### src/rtl/clkdiv_pkg.sv
package clkdiv_pkg;
  localparam int DIV_W = 6;
  typedef logic [DIV_W-1:0] div_t;
  typedef logic [DIV_W:0]   ratio_t;

  // field value k divides by k+1
  function automatic ratio_t ratio_of(input div_t f);
    return {1'b0, f} + ratio_t'(1);
  endfunction

  // number of ticks the level stays high in one period
  function automatic ratio_t high_len(input div_t f);
    return ratio_of(f) >> 1;
  endfunction
endpackage

### src/rtl/clkdiv_ctrl.sv
module clkdiv_ctrl
  import clkdiv_pkg::*;
#(
  parameter int REG_W     = 16,
  parameter int STOP_BIT  = 8,
  parameter int SRC_SHIFT = 12,
  parameter int SRC_W     = 2,
  parameter int NUM_SRC   = 3
) (
  input  logic             clk,
  input  logic             rst_n,
  input  logic             wr_en,
  input  logic [REG_W-1:0] wr_data,
  input  logic             dis_req,
  input  logic             en_req,
  input  div_t             en_div,
  output div_t             div_q,
  output logic             stop_q,
  output logic [SRC_W-1:0] src_q,
  output logic             en_pend,
  output logic             stop_reject,
  output logic [REG_W-1:0] rd_data
);
  div_t             wr_div;
  logic             wr_stop;
  logic [SRC_W-1:0] wr_src;
  logic             src_ok;

  assign wr_div      = wr_data[DIV_W-1:0];
  assign wr_stop     = wr_data[STOP_BIT];
  assign wr_src      = wr_data[SRC_SHIFT +: SRC_W];
  assign src_ok      = ({1'b0, wr_src} < (SRC_W+1)'(NUM_SRC));
  assign stop_reject = wr_stop && (wr_div == '0);

  always_ff @(posedge clk or negedge rst_n) begin
    if (!rst_n) begin
      div_q   <= '0;
      stop_q  <= 1'b0;
      src_q   <= '0;
      en_pend <= 1'b0;
    end else if (dis_req) begin
      stop_q  <= 1'b1;
      div_q   <= '1;
      en_pend <= 1'b0;
    end else if (en_req) begin
      div_q   <= en_div;
      en_pend <= 1'b1;
    end else begin
      if (en_pend) begin
        stop_q  <= 1'b0;
        en_pend <= 1'b0;
      end
      if (wr_en) begin
        div_q <= wr_div;
        if (src_ok)       src_q  <= wr_src;
        if (!stop_reject) stop_q <= wr_stop;
      end
    end
  end

  always_comb begin
    rd_data                       = '0;
    rd_data[DIV_W-1:0]            = div_q;
    rd_data[STOP_BIT]             = stop_q;
    rd_data[SRC_SHIFT +: SRC_W]   = src_q;
  end
endmodule

### src/rtl/clkdiv_srcsel.sv
module clkdiv_srcsel #(
  parameter int NUM_SRC  = 3,
  parameter int SRC_W    = 2,
  parameter int SYNC_LEN = 2
) (
  input  logic               clk,
  input  logic               rst_n,
  input  logic [SRC_W-1:0]   src_q,
  input  logic [NUM_SRC-1:0] src_tick,
  output logic               sel_tick,
  output logic               settling
);
  localparam int HOLD_W = $clog2(SYNC_LEN + 1);

  logic [SRC_W-1:0]  src_act;
  logic [HOLD_W-1:0] hold;
  logic              swap;

  assign swap     = (src_q != src_act);
  assign settling = swap || (hold != '0);

  always_ff @(posedge clk or negedge rst_n) begin
    if (!rst_n) begin
      src_act <= '0;
      hold    <= '0;
    end else if (swap) begin
      src_act <= src_q;
      hold    <= HOLD_W'(SYNC_LEN);
    end else if (hold != '0) begin
      hold <= hold - 1'b1;
    end
  end

  always_comb begin
    sel_tick = 1'b0;
    for (int i = 0; i < NUM_SRC; i++)
      if (src_act == SRC_W'(i)) sel_tick = src_tick[i];
  end
endmodule

### src/rtl/clkdiv_core.sv
module clkdiv_core
  import clkdiv_pkg::*;
(
  input  logic clk,
  input  logic rst_n,
  input  logic tick,
  input  logic freeze,
  input  div_t div_q,
  output div_t act_div,
  output logic wrap,
  output logic clk_pulse,
  output logic clk_level
);
  div_t cnt, nxt_cnt, nxt_act;
  logic last_phase;

  assign last_phase = (cnt >= act_div);
  assign wrap       = tick && !freeze && last_phase;

  always_comb begin
    nxt_cnt = cnt;
    nxt_act = act_div;
    if (freeze) begin
      nxt_cnt = '0;
      nxt_act = div_q;
    end else if (tick) begin
      if (last_phase) begin
        nxt_cnt = '0;
        nxt_act = div_q;
      end else begin
        nxt_cnt = cnt + 1'b1;
      end
    end
  end

  always_ff @(posedge clk or negedge rst_n) begin
    if (!rst_n) begin
      cnt       <= '0;
      act_div   <= '0;
      clk_pulse <= 1'b0;
      clk_level <= 1'b0;
    end else begin
      cnt       <= nxt_cnt;
      act_div   <= nxt_act;
      clk_pulse <= wrap;
      clk_level <= !freeze && (high_len(nxt_act) > {1'b0, nxt_cnt});
    end
  end
endmodule

### src/rtl/clkdiv.sv
module clkdiv
  import clkdiv_pkg::*;
#(
  parameter int REG_W     = 16,
  parameter int STOP_BIT  = 8,
  parameter int SRC_SHIFT = 12,
  parameter int SRC_W     = 2,
  parameter int NUM_SRC   = 3,
  parameter int SYNC_LEN  = 2
) (
  input  logic               clk,
  input  logic               rst_n,
  input  logic               wr_en,
  input  logic [REG_W-1:0]   wr_data,
  input  logic               dis_req,
  input  logic               en_req,
  input  logic [DIV_W-1:0]   en_div,
  input  logic [NUM_SRC-1:0] src_tick,
  output logic [REG_W-1:0]   rd_data,
  output logic               clk_pulse,
  output logic               clk_level
);
  div_t             div_q, act_div;
  logic             stop_q, en_pend, stop_reject;
  logic [SRC_W-1:0] src_q;
  logic             sel_tick, settling, freeze, wrap;

  assign freeze = stop_q || settling;

  clkdiv_ctrl #(
    .REG_W(REG_W), .STOP_BIT(STOP_BIT), .SRC_SHIFT(SRC_SHIFT),
    .SRC_W(SRC_W), .NUM_SRC(NUM_SRC)
  ) u_ctrl (
    .clk(clk), .rst_n(rst_n), .wr_en(wr_en), .wr_data(wr_data),
    .dis_req(dis_req), .en_req(en_req), .en_div(en_div),
    .div_q(div_q), .stop_q(stop_q), .src_q(src_q), .en_pend(en_pend),
    .stop_reject(stop_reject), .rd_data(rd_data)
  );

  clkdiv_srcsel #(
    .NUM_SRC(NUM_SRC), .SRC_W(SRC_W), .SYNC_LEN(SYNC_LEN)
  ) u_src (
    .clk(clk), .rst_n(rst_n), .src_q(src_q), .src_tick(src_tick),
    .sel_tick(sel_tick), .settling(settling)
  );

  clkdiv_core u_core (
    .clk(clk), .rst_n(rst_n), .tick(sel_tick), .freeze(freeze),
    .div_q(div_q), .act_div(act_div), .wrap(wrap),
    .clk_pulse(clk_pulse), .clk_level(clk_level)
  );
endmodule

### config.mk
export PLATFORM = sky130hd
export DESIGN_NAME = clkdiv
export DESIGN_NICKNAME = d
export VERILOG_FILES = /design/src/rtl/clkdiv_pkg.sv /design/src/rtl/clkdiv_ctrl.sv /design/src/rtl/clkdiv_srcsel.sv /design/src/rtl/clkdiv_core.sv /design/src/rtl/clkdiv.sv
export SDC_FILE = /design/constraint.sdc
export NUM_CORES = 1
export LEC_CHECK = 0
export BUFFER_PORTS_ARGS = -buffer_cell sky130_fd_sc_hd__buf_2
export CORE_MARGIN = 4
export CORE_UTILIZATION = 30
export CTS_CLUSTER_SIZE = 16
export DETAILED_ROUTE_END_ITERATION = 7
export MAX_ROUTING_LAYER = met4
export SLEW_MARGIN = 5
export SYNTH_ARGS = -nofsm -noshare
export SYNTH_HDL_FRONTEND = slang
export SYNTH_SLANG_ARGS = --single-unit
### constraint.sdc
create_clock -name clk -period 6.75 [get_ports clk]
set_input_delay 0.675 -clock clk [delete_from_list [all_inputs] [get_ports clk]]
set_output_delay 0.675 -clock clk [all_outputs]
set_load 0.02 [all_outputs]
; ---- Yosys cells after proc, flatten, opt, wreduce, memory -nomap -nowiden
; Cells that the tools add are included.
[word_totals]
in_bits = 30
regBits = 28
elab_cells = 56
output_inout_bits = 18
[classes]
reduce_logical = 13
muxes = 21
n_eq_ne = 4
add_sub_neg = 3
magnitude_cmp = 3
bitwise = 2
[ops]
columns = op, n
row1 = 6-bit 2-to-1 mux, 9
row2 = 1-bit 2-to-1 mux, 10
row3 = "6-bit by 1-bit adder with 7-bit output, second input constant", 1
row4 = "6-bit by 1-bit adder with 6-bit output, second input constant", 1
row5 = 6-bit >= comparator, 1
row6 = 6-bit > comparator, 1
row7 = 6-bit logical NOT, 1
row8 = 1-bit logical AND, 4
row9 = 2-bit 2-to-1 mux, 2
row10 = 4-bit AND reduction, 1
row11 = 2-bit nonzero test, 2
row12 = 3-bit nonzero test, 1
row13 = "2-bit by 1-bit == test with 1-bit output, second input constant", 1
row14 = "2-bit == test, second input constant", 1
row15 = 2-bit logical NOT, 1
row16 = 1-bit logical OR, 2
row17 = "2-bit less-than comparator, second input constant", 1
row18 = 2-bit inequality test, 1
row19 = "2-bit inequality test, second input constant", 1
row20 = 1-bit NOT, 2
row21 = "2-bit by 1-bit subtractor with 2-bit output, second input constant", 1
row22 = 1-bit logical NOT, 1

; ---- Depth between registers and ports, before layout
[depth]
ltp_word = 9
ltp_mapped = 17
depth_no_buf = 16

; ---- Cells and area by module
; From an unflattened synthesis, not the netlist that was laid out.
[unflattened]
hier_cells = 191
area_unflattened_um2 = 1956.9
[modules_own_cells]
columns = mod, area_per_inst_um2, instances, cells_per_inst, seq_area_each_um2
row1 = clkdiv_core, 1093.5, 1, 106, 350.3
row2 = clkdiv_ctrl, 649.4, 1, 64, 250.2
row3 = clkdiv_srcsel, 207.7, 1, 20, 100.1
row4 = clkdiv, 6.3, 1, 1, 0.0

; ---- Worst setup path after synthesis
; OpenSTA, ideal clock, no wires.
[synth_timing]
path_kind = reg2reg
from = reg u_core.act_div[0]
to = reg u_core.clk_level
synth_period_minus_slack_ns = 3.280
arrival_ns = 3.187
n_path_buf = 1
setup_slack_ns = 3.470
stages_incl_launch_ff = 17
required_ns = 6.656
setup_ns = 0.094
path_cell_list = dfrtp_1 > ha_1 > nand2b_4 > a21oi_2 > o221ai_2 > a21o_4 > buf_8 > mux2_4 > ha_1 > and3_1 > xnor2_1 > mux2i_1 > ha_1 > nand4_1 > nor2_1 > nor2_1 > a211oi_1
[synth_between]
elab_chain_len = 7
[synth_lines]
columns = item, line
row1 = "start, declared", clkdiv_core.sv:9  ; output div_t act_div,
row2 = "start signal, assigned", clkdiv_core.sv:44  ; act_div <= nxt_act;
row3 = 6-bit >= comparator, clkdiv_core.sv:17  ; assign last_phase = (cnt >= act_div);
row4 = 6-bit 2-to-1 mux, clkdiv_core.sv:27  ; if (last_phase) begin
row5 = 6-bit 2-to-1 mux, clkdiv_core.sv:26  ; end else if (tick) begin
row6 = 6-bit 2-to-1 mux, clkdiv_core.sv:23  ; if (freeze) begin
row7 = via u_core.nxt_act[1], clkdiv_core.sv:14  ; div_t cnt, nxt_cnt, nxt_act;
row8 = 6-bit by 1-bit adder with 7-bit output, clkdiv_pkg.sv:8  ; return {1'b0, f} + ratio_t'(1);
row9 = 6-bit > comparator, clkdiv_core.sv:46  ; clk_level <= !freeze && (high_len(nxt_act) > {1'b0, nxt_cnt});
row10 = 1-bit logical AND, clkdiv_core.sv:46
row11 = "end signal, assigned", clkdiv_core.sv:46
row12 = "end, declared", clkdiv_core.sv:12  ; output logic clk_level
; The timed path passes the listed nets, and every way through them passes these cells.
; A chain may end at the register's enable or synchronous reset.

; ---- Final worst setup path
[layout_timing]
from = reg u_core.act_div[0]
to = reg u_core.clk_level
[layout_between]
elab_chain_len = 7
[layout_lines]
columns = item, line
row1 = 6-bit >= comparator, clkdiv_core.sv:17
row2 = 6-bit 2-to-1 mux, clkdiv_core.sv:27
row3 = 6-bit 2-to-1 mux, clkdiv_core.sv:26
row4 = 6-bit 2-to-1 mux, clkdiv_core.sv:23
row5 = 6-bit by 1-bit adder with 7-bit output, clkdiv_pkg.sv:8
row6 = 6-bit > comparator (*), clkdiv_core.sv:46
row7 = 1-bit logical AND (*), clkdiv_core.sv:46
; Every way passes the cells marked *; elsewhere a longest branch is shown, timed or not.

==> impl_metrics.toml <==
[setup_path]
rrSetupSlack_ps = 3000
timing.rr.start = "u_core.act_div[0]"
crit_required_ps = 6940
crit_fanout = 8
rr_worst_depth = 15
critPathCaptureType = "flip-flop"
critical_path_arrival_ps = 3940
start_kind = "flip-flop"
worstSetupPathType = "reg2reg"
r2r-end = "u_core.clk_level"

[min_path]
worst_hold_path_type = "in2async"

[yosys]
synth_edf_count = 0
synth_cells = 191
yosys_warnings = 0
avgSynthCellArea_um2 = 10.2
yosysUniqueCellTypes = 39
ys_ff_latch = 28
netlist_area_um2 = 1950
ys_async_sr_fraction_pct = 100
synth_ff_type = "dfrtp_1"
yosysSeqAreaShare_pct = 35.9

[place]
globalplace.congestion = 0.793
io_buffers = 33
place_hpwl_um = 3050
placed_area_um2 = 2130

[finish]
seq_area_um2 = 701
fillers = 677
multiInputGateArea_um2 = 1130
layout_common_cells = "33 x buf_2, 28 x dfrtp_1, 17 x nor2_1"
layout-drive-gt1-share_pct = 28.6
area_delta_synth_final_pct = 13.0
design_area_um2 = 2200
antennaDiodeCount = 0
nets = 266
layout_commonest_cell = "buf_2"

[cts]
clk-insertion-delay-late_ps = 280
numCtsBuffers = 3
cts_setup_buffers = 0
ctsHoldBuffers = 0
cts-htree-levels = 1
cts_sinks = 28
clock_path_buffers = 2
clk_pin_slew_worst_paths_ps = 110
cts_tree = "yes"
cts_resized = 0
cts_root_buf = "clkbuf_8"

[flow_run]
drv_cap = 0

[routing]
drt_iter0_drc = 68
routedWlPerCell_um = 12.9
ant_nets = 0
routed_wl_um = 3830
drc = 0
dr.pass1.iters = 4
viasPerCell = 4.72
vias = 1401

[power]
leakage_uw = 0.00103
p_per_area_nw_per_um2 = 214
switching_share_pct = 30.9
seq_power_share_pct = 42.8
clock_power_share_pct = 28.8
p_comb_share_pct = 28.5
vdd.ir_drop.worst_v = 0.000107
p_int_uw = 325
power.switching_uw = 146

[floorplan]
core_area_um2 = 6310
dieArea_um2 = 7850
rows = 29
dieWidth_um = 88.6
die_h_um = 88.6
ios = 48
initial_core_util_pct = 30.9

[grt]
track_usage_pct = 11.2
grt_max_degree = 29
grt_overflow = 0
antenna_found_initial = 0
grt_pass1_wl_um = 6730
grt_pass1_vias = 1478

[run_status]
status = "complete, no violations"

[sta]
fmax_mhz = 267
finalSetupViolations = 0
rsz0062_at_grt = "false"
worst_slew_pin_slew_ps = 621
finalCriticalPeriod_ps = 3750
finalHoldViolCount = 0
finalMaxSlewViolations = 0
finalCritPeriodShare_pct = 55.5
slew-limit-headroom_pct = 58.6
fin_setup_tns_ps = 0
fin_skew_ps = 9.04
-- sequential cells by signal, indices dropped and copies added, names as in the netlist, 2 cells and up --
name,cells
u_ctrl.src_q,2
u_ctrl.div_q,6
u_src.src_act,2
u_core.act_div,6
u_src.hold,2
u_core.cnt,6
-- routing by layer --
layer	wire length (µm)	track usage [%]
met5	0	-
met4	57	3.02
met3	222	2.61
met2	1730	17.7
met1	1820	14.3
-- kinds of logic (layout without fill, tap and decap cells) --
kind of cell | after synthesis | after routing | share of synthesized area [%]
other | 1 | 7 | 0.192
buffers and inverters | 25 | 48 | 7.32
AND/OR/NAND/NOR | 65 | 65 | 18.8
adder cells (fa/ha/maj) | 15 | 15 | 9.63
AO/OA/AOI/OAI | 18 | 18 | 7.19
multiplexers | 25 | 25 | 13.9
flip-flops | 28 | 28 | 35.9
XOR/XNOR | 14 | 14 | 7.06
-- critical path, cell delays in order, from the launching register on --
cell and delay, ps:
dfrtp_1 450, ha_1 310, nand2b_4 140, a21oi_2 150, o221ai_2 190, a21oi_2 420
mux2_2 390, ha_1 250, and3_1 230, xnor2_1 130, mux2i_1 90, ha_1 310
nand4_1 120, nor2_1 160, nor2_1 50, a211oi_1 260
-- cells in the mapped netlist (all sizes together), types with 4 or more instances --
cell,n,share of area (%)
a21oi,7,2.2
and3,4,1.3
buf,10,4.4
clkbuf,4,0.77
dfrtp,28,36
ha,15,9.6
inv,11,2.1
mux2,13,7.7
mux2i,12,6.2
nand2,8,1.5
nand2b,13,4.6
nand3,7,1.8
nand4,5,1.6
nor2,17,3.3
nor2b,4,1.3
o21ai,4,1.2
xnor2,7,3.9
xor2,7,3.1
-- power groups by stage --
stage               Sequential (µW)  Clock [µW]  Combinational [µW]
floorplan                       207           0                 104
global placement                205           0                 130
detailed placement              205           0                 135
CTS                             202         140                 136
global route                    205         146                 149
finish                          201         135                 134
-- per-stage QoR --
stage / util [%] / hold slack, ps / power, µW / setup slack [ps] / std cells
3_3_place_gp: 33.8 / 456 / 335 / 3070 / 293
6_report: 34.9 / 394 / 471 / 3000 / 297
4_1_cts: 34.9 / 430 / 477 / 3000 / 297
5_1_grt: 34.9 / 462 / 500 / 2740 / 297
3_5_place_dp: 33.8 / 451 / 340 / 3000 / 293
2_1_floorplan: - / 379 / 312 / 3470 / 197
-- layout make-up --
class / count / area share, %
Clock buffer: 3 / 1.87
Clock inverter: 1 / 1.36
Inverter: 11 / 1.87
Multi-Input combinational cell: 144 / 51.2
Sequential cell: 28 / 31.8
Tap cell: 77 / 4.37
Timing Repair Buffer: 33 / 7.50
-- worst max-delay path by stage --
stage               cells after the start          endpoint              start  slack [ps]
floorplan                              16  u_core.clk_level  u_core.act_div[0]        3470
CTS                                    15  u_core.clk_level  u_core.act_div[5]        3000
global route                           15  u_core.clk_level  u_core.act_div[5]        2740
global placement                       16  u_core.clk_level      u_core.cnt[0]        3070
finish                                 15  u_core.clk_level  u_core.act_div[0]        3000
detailed placement                     15  u_core.clk_level  u_core.act_div[5]        3000
Power figures use the tool's default switching activity.
